## src/rtl/plcp_mon_pkg.sv

```systemverilog
package plcp_mon_pkg;

  localparam int unsigned FEBE_W = 4;

  typedef enum logic [1:0] {
    FEBE_NONE  = 2'd0,
    FEBE_VALID = 2'd1,
    FEBE_BAD   = 2'd2,
    FEBE_ONES  = 2'd3
  } febe_cls_e;

  // Sort a far-end error value: 0 quiet, 1..8 valid, 9..14 bad, 15 all ones.
  function automatic febe_cls_e febe_classify(input logic [FEBE_W-1:0] v);
    febe_cls_e c;
    if (v == '0)                     c = FEBE_NONE;
    else if (v <= FEBE_W'(8))        c = FEBE_VALID;
    else if (v == {FEBE_W{1'b1}})    c = FEBE_ONES;
    else                             c = FEBE_BAD;
    return c;
  endfunction

  // Sticky status slots handled by the common generate loop in the top.
  localparam int unsigned ST_FEBE_ERR = 0;
  localparam int unsigned ST_FEBE_INV = 1;
  localparam int unsigned ST_FEBE_ONE = 2;
  localparam int unsigned ST_BIP      = 3;
  localparam int unsigned ST_NUM      = 4;

  // Counter slots.
  localparam int unsigned CT_BIP = 0;
  localparam int unsigned CT_REM = 1;
  localparam int unsigned CT_NUM = 2;

endpackage

```

## src/rtl/plcp_yel_filter.sv

```systemverilog
module plcp_yel_filter #(
  parameter int unsigned RUN_LEN = 10
) (
  input  logic clk,
  input  logic rst_n,
  input  logic stb,
  input  logic bit_in,
  output logic alarm
);
  localparam int unsigned RW = $clog2(RUN_LEN + 1);

  logic [RW-1:0] run_q;
  logic          alarm_q;

  // Count strobed frames that disagree with the current alarm; a run of
  // RUN_LEN disagreements flips it, any agreeing frame restarts the run.
  always_ff @(posedge clk) begin
    if (!rst_n) begin
      run_q   <= '0;
      alarm_q <= 1'b0;
    end else if (stb) begin
      if (bit_in != alarm_q) begin
        if (run_q == RW'(RUN_LEN - 1)) begin
          alarm_q <= bit_in;
          run_q   <= '0;
        end else begin
          run_q <= run_q + 1'b1;
        end
      end else begin
        run_q <= '0;
      end
    end
  end

  assign alarm = alarm_q;
endmodule

```

## src/rtl/plcp_sat_cnt.sv

```systemverilog
module plcp_sat_cnt #(
  parameter int unsigned W = 16
) (
  input  logic         clk,
  input  logic         rst_n,
  input  logic         inc,
  input  logic         clr,
  output logic [W-1:0] cnt
);
  localparam logic [W-1:0] MAXV = {W{1'b1}};

  logic [W-1:0] cnt_q;
  logic [W-1:0] base;

  always_comb begin
    base = clr ? '0 : cnt_q;
    if (inc && base != MAXV) base = base + 1'b1;
  end

  always_ff @(posedge clk) begin
    if (!rst_n) cnt_q <= '0;
    else        cnt_q <= base;
  end

  assign cnt = cnt_q;
endmodule

```

## src/rtl/plcp_lof_persist.sv

```systemverilog
module plcp_lof_persist #(
  parameter int unsigned TICKS = 3
) (
  input  logic clk,
  input  logic rst_n,
  input  logic lof,
  input  logic tick,
  output logic long_lof
);
  localparam int unsigned TW = $clog2(TICKS + 1);

  logic          tick_q;
  logic          edge_seen;
  logic [TW-1:0] n_q;
  logic          long_q;

  assign edge_seen = tick & ~tick_q;

  always_ff @(posedge clk) begin
    if (!rst_n) begin
      tick_q <= 1'b0;
      n_q    <= '0;
      long_q <= 1'b0;
    end else begin
      tick_q <= tick;
      if (!lof) begin
        n_q    <= '0;
        long_q <= 1'b0;
      end else if (edge_seen && n_q != TW'(TICKS)) begin
        n_q <= n_q + 1'b1;
        if (n_q == TW'(TICKS - 1)) long_q <= 1'b1;
      end
    end
  end

  assign long_lof = long_q;
endmodule

```

## src/rtl/plcp_alarm_mon.sv

```systemverilog
module plcp_alarm_mon
  import plcp_mon_pkg::*;
#(
  parameter int unsigned YEL_RUN = 10,
  parameter int unsigned LOF_TKS = 3,
  parameter int unsigned CNT_W   = 16
) (
  input  logic              clk,
  input  logic              rst_n,
  input  logic              frm_stb,
  input  logic              yel_rx,
  input  logic [3:0]        febe_rx,
  input  logic              bip_miss,
  input  logic              lof_in,
  input  logic              sec_tick,
  input  logic              rd_clr,
  output logic              yel_alarm,
  output logic              febe_err,
  output logic              febe_inv,
  output logic              febe_ones,
  output logic              bip_stat,
  output logic              lof_long,
  output logic [CNT_W-1:0]  bip_cnt,
  output logic [CNT_W-1:0]  rem_cnt
);
  febe_cls_e        cls;
  logic [ST_NUM-1:0] st_set;
  logic [ST_NUM-1:0] st_q;
  logic [CT_NUM-1:0] ct_inc;
  logic [CNT_W-1:0]  ct_val [CT_NUM];

  assign cls = febe_classify(febe_rx);

  always_comb begin
    st_set = '0;
    ct_inc = '0;
    if (frm_stb) begin
      st_set[ST_FEBE_ERR] = (cls == FEBE_VALID);
      st_set[ST_FEBE_INV] = (cls == FEBE_BAD) || (cls == FEBE_ONES);
      st_set[ST_FEBE_ONE] = (cls == FEBE_ONES);
      st_set[ST_BIP]      = bip_miss;
      ct_inc[CT_REM]      = (cls == FEBE_VALID);
      ct_inc[CT_BIP]      = bip_miss;
    end
  end

  plcp_yel_filter #(.RUN_LEN(YEL_RUN)) u_yel (
    .clk    (clk),
    .rst_n  (rst_n),
    .stb    (frm_stb),
    .bit_in (yel_rx),
    .alarm  (yel_alarm)
  );

  plcp_lof_persist #(.TICKS(LOF_TKS)) u_lof (
    .clk      (clk),
    .rst_n    (rst_n),
    .lof      (lof_in),
    .tick     (sec_tick),
    .long_lof (lof_long)
  );

  // Sticky bits: a set in the clear cycle wins over the clear.
  for (genvar i = 0; i < ST_NUM; i++) begin : g_sticky
    always_ff @(posedge clk) begin
      if (!rst_n) st_q[i] <= 1'b0;
      else        st_q[i] <= st_set[i] | (st_q[i] & ~rd_clr);
    end
  end

  for (genvar j = 0; j < CT_NUM; j++) begin : g_cnt
    plcp_sat_cnt #(.W(CNT_W)) u_cnt (
      .clk   (clk),
      .rst_n (rst_n),
      .inc   (ct_inc[j]),
      .clr   (rd_clr),
      .cnt   (ct_val[j])
    );
  end

  assign febe_err  = st_q[ST_FEBE_ERR];
  assign febe_inv  = st_q[ST_FEBE_INV];
  assign febe_ones = st_q[ST_FEBE_ONE];
  assign bip_stat  = st_q[ST_BIP];
  assign bip_cnt   = ct_val[CT_BIP];
  assign rem_cnt   = ct_val[CT_REM];
endmodule

```

## config.mk

```make
export PLATFORM = sky130hd
export DESIGN_NAME = plcp_alarm_mon
export DESIGN_NICKNAME = d
export VERILOG_FILES = /design/src/rtl/plcp_mon_pkg.sv /design/src/rtl/plcp_yel_filter.sv /design/src/rtl/plcp_sat_cnt.sv /design/src/rtl/plcp_lof_persist.sv /design/src/rtl/plcp_alarm_mon.sv
export SDC_FILE = /design/constraint.sdc
export NUM_CORES = 1
export LEC_CHECK = 0
export BUFFER_PORTS_ARGS = -buffer_cell sky130_fd_sc_hd__buf_2
export CAP_MARGIN = 20
export CORE_MARGIN = 4
export CORE_UTILIZATION = 59
export CTS_BUF_LIST = sky130_fd_sc_hd__clkbuf_8 sky130_fd_sc_hd__clkbuf_16
export DETAILED_ROUTE_END_ITERATION = 8
export GPL_TIMING_DRIVEN = 0
export PLACE_DENSITY_LB_ADDON = 0.25
export SYNTH_ARGS = -nofsm -noshare
export SYNTH_HDL_FRONTEND = slang
export SYNTH_SLANG_ARGS = --single-unit
```

## constraint.sdc

```tcl
create_clock -name clk -period 5.2 [get_ports clk]
set_input_delay 0.52 -clock clk [delete_from_list [all_inputs] [get_ports clk]]
set_output_delay 0.52 -clock clk [all_outputs]
set_load 0.03 [all_outputs]
```

==> impl_metrics.env <==
export IMPL_status="completed"
export IMPL_avgSynthCellArea_um2=8.982
export IMPL_die_x_um=73.29
export IMPL_powerDensity_mw_per_mm2=231.2
export IMPL_pre_cts_slack_ps=2329
export IMPL_worstRegToRegCells=8
export IMPL_nNetsFinal=354
export IMPL_regToRegSetupSlack_ps=3110
export IMPL_hp_class="in -> reg"
export IMPL_dr_pass1_iters=4
export IMPL_relSlewSlack_pct=66.43
export IMPL_cts_tree="done"
export IMPL_r2r_start="g_cnt[1].u_cnt.cnt[0]"
export IMPL_syn_area_mm2=0.002515
export IMPL_synthFlopType="dfxtp_1"
export IMPL_antenna_cells=0
export IMPL_routabilityCongestion=0.8640
export IMPL_hold_ws_ps=434.3
export IMPL_critPathCaptureType="register"
export IMPL_cts_buffer_depth=2
export IMPL_worstPathRequired_ps=5390
export IMPL_synth_seq_cells=45
export IMPL_wl_per_cell_um=14.75
export IMPL_peakVddDrop_v=0.0001673
export IMPL_hold_violations=0
export IMPL_core_area_mm2=0.004058
export IMPL_insertion_delay_ps=300
export IMPL_initialDrtViolationCount=141
export IMPL_totalWireLength_um=5709
export IMPL_ctsResizeCount=0
export IMPL_cap_viol_max_count=0
export IMPL_finClkSkew_ps=2.804
export IMPL_initial_core_util_pct=61.98
export IMPL_whs_endpoint="u_lof.tick_q"
export IMPL_fin_util_pct=72.43
export IMPL_p_leak_nw=1.203
export IMPL_cts_root_buf="clkbuf_8"
export IMPL_min_delay_path_depth=2
export IMPL_grt_pass1_wl_um=9666
export IMPL_fill_cells=324
export IMPL_fmax_mhz=387.3
export IMPL_min_from="sec_tick"
export IMPL_die_y_um=73.29
export IMPL_io_buffer_count=49
export IMPL_p_total_mw=0.6796
export IMPL_synthArstFlopShare_pct=0
export IMPL_htreeDepth=2
export IMPL_grt_usage_pct=22.84
export IMPL_postLayoutCellArea_mm2=0.002939
export IMPL_io_pin_count=50
export IMPL_worst_slew_pin_slew_ps=502.5
export IMPL_ys_warn_count=0
export IMPL_cts_hold_buffers_added=0
export IMPL_worst_slack_ps=2618
export IMPL_finalCriticalPeriod_ps=2582
export IMPL_antenna_found_initial=0
export IMPL_period_share_pct=49.65
export IMPL_dp_cells=379
export IMPL_grt_pass1_vias=2086
export IMPL_numCtsBuffers=5
export IMPL_placed_cell_area_mm2=0.002823
export IMPL_grt_ovfl_total=0
export IMPL_maxSlewViolCount=0
export IMPL_rsz0062_at_grt="no"
export IMPL_syn_num_nets=298
export IMPL_critPathLaunchType="primary input"
export IMPL_grt_max_degree=14
export IMPL_netlist_cell_type_count=51
export IMPL_syn2layout_area_growth_pct=16.87
export IMPL_r2r_end="g_cnt[1].u_cnt.cnt[2]"
export IMPL_design_die_area_mm2=0.005371
export IMPL_crit_fanout=10
export IMPL_drive_gt1_share_pct=23.44
export IMPL_dp_hpwl_um=4121
export IMPL_finalNonFillerCells=387
export IMPL_cp_arrival_ps=2780
export IMPL_final_antenna_net_count=0
export IMPL_clkSinkCount=45
export IMPL_clk_pin_slew_worst_paths_ps=80
export IMPL_tns_ps=0
export IMPL_via_per_inst=5.752
export IMPL_critical_path_class="in -> reg"
export IMPL_seq_area_frac_synth_pct=35.82
export IMPL_drc=0
export IMPL_cts_setup_buffers=0
export IMPL_vias=2226
export IMPL_finalSetupViolCount=0
export IMPL_rows=23
export IMPL_synth_edf_count=0
export IMPL_synth_cells=280
==> layout by cell type, fill, tap and decap left out, types with 7 or more instances in the layout <==
master,Yosys,final
a21oi_1,7,7
nor3_1,7,7
nand2b_1,14,14
and2_1,16,16
inv_1,7,8
buf_2,4,53
nor2_1,21,21
nand2_1,19,19
nand3_1,11,11
xnor2_1,17,17
nand4_1,10,10
dfxtp_1,45,45
nor2b_1,14,14
==> synth_stat cells, types with 4 or more instances <==
library cell / count / share of area [%]
a21oi_1: 7 / 1.4
and2_1: 16 / 4.0
and3_1: 5 / 1.2
buf_2: 4 / 0.80
clkbuf_1: 5 / 0.75
dfxtp_1: 45 / 36
ha_1: 6 / 3.0
inv_1: 7 / 1.0
mux2i_1: 5 / 2.0
nand2_1: 19 / 2.8
nand2b_1: 14 / 3.5
nand3_1: 11 / 2.2
nand3b_1: 4 / 1.2
nand4_1: 10 / 2.5
nor2_1: 21 / 3.1
nor2b_1: 14 / 3.5
nor3_1: 7 / 1.4
o21ai_0: 6 / 1.2
xnor2_1: 17 / 5.9
xor2_1: 4 / 1.4
==> how the worst max path moves through the flow <==
stage / from / end / slack (ps) / cells past startpoint
after floorplan: rd_clr / g_cnt[1].u_cnt.cnt[7] / 2870 / 10
after global placement: rd_clr / g_cnt[1].u_cnt.cnt[9] / 2340 / 11
after detailed placement: rd_clr / g_cnt[1].u_cnt.cnt[9] / 2330 / 11
after CTS: rd_clr / g_cnt[1].u_cnt.cnt[9] / 2630 / 11
after global routing: rd_clr / g_cnt[1].u_cnt.cnt[7] / 2480 / 11
final: rd_clr / g_cnt[1].u_cnt.cnt[9] / 2620 / 11
==> power breakdown <==
group          switching, mW  leakage (nW)  internal (mW)
Combinational         0.0348         0.776         0.0207
Sequential           0.00349         0.364          0.349
Clock                  0.117        0.0626          0.155
==> layer usage <==
layer	global-route usage [%]	part of all wire (%)	routed length (um)	vias up
met5	0	0	0	-
met4	8.853	1.1	63	0
met3	5.609	6.4	364	7
met2	36.54	46	2633	72
met1	29.64	46	2646	1039
li1	-	-	-	1108
==> final cells by class <==
cell class | instances | area (um2) | area share [%]
tap | 50 | 62.56 | 2.129
clock buffer | 6 | 82.58 | 2.810
buffer | 11 | 61.31 | 2.086
sequential | 45 | 900.9 | 30.65
inverter | 7 | 26.28 | 0.8940
multi-input combinational | 217 | 1526 | 51.94
timing repair buffer | 49 | 245.2 | 8.344
clock inverter | 2 | 33.78 | 1.149
==> state kept, by name, indices dropped and copies added, names as in the netlist <==
register and count:
u_lof.n_q 2, bip_stat 1, u_lof.tick_q 1, u_yel.alarm 1, g_cnt.u_cnt.cnt 32, u_yel.run_q 4
febe_inv 1, febe_err 1, febe_ones 1, u_lof.long_lof 1
==> worst max-delay path, stage by stage <==
cell and delay (ps):
buf_2 140, buf_2 230, clkbuf_1 310, nor2b_1 120, ha_1 300, and3_1 190
and4_4 180, buf_6 150, a21oi_4 290, a31oi_1 130, a41o_1 210
==> logic make-up after synthesis <==
kind of cell / count (synthesis) / share of synthesized area (%)
fa+ha+maj: 6 / 2.985
compound gates: 41 / 13.83
buf+inv: 18 / 3.483
simple gates: 143 / 34.03
mux: 6 / 2.537
xor+xnor: 21 / 7.313
flops: 45 / 35.82
(Power assumes the default switching activity.)
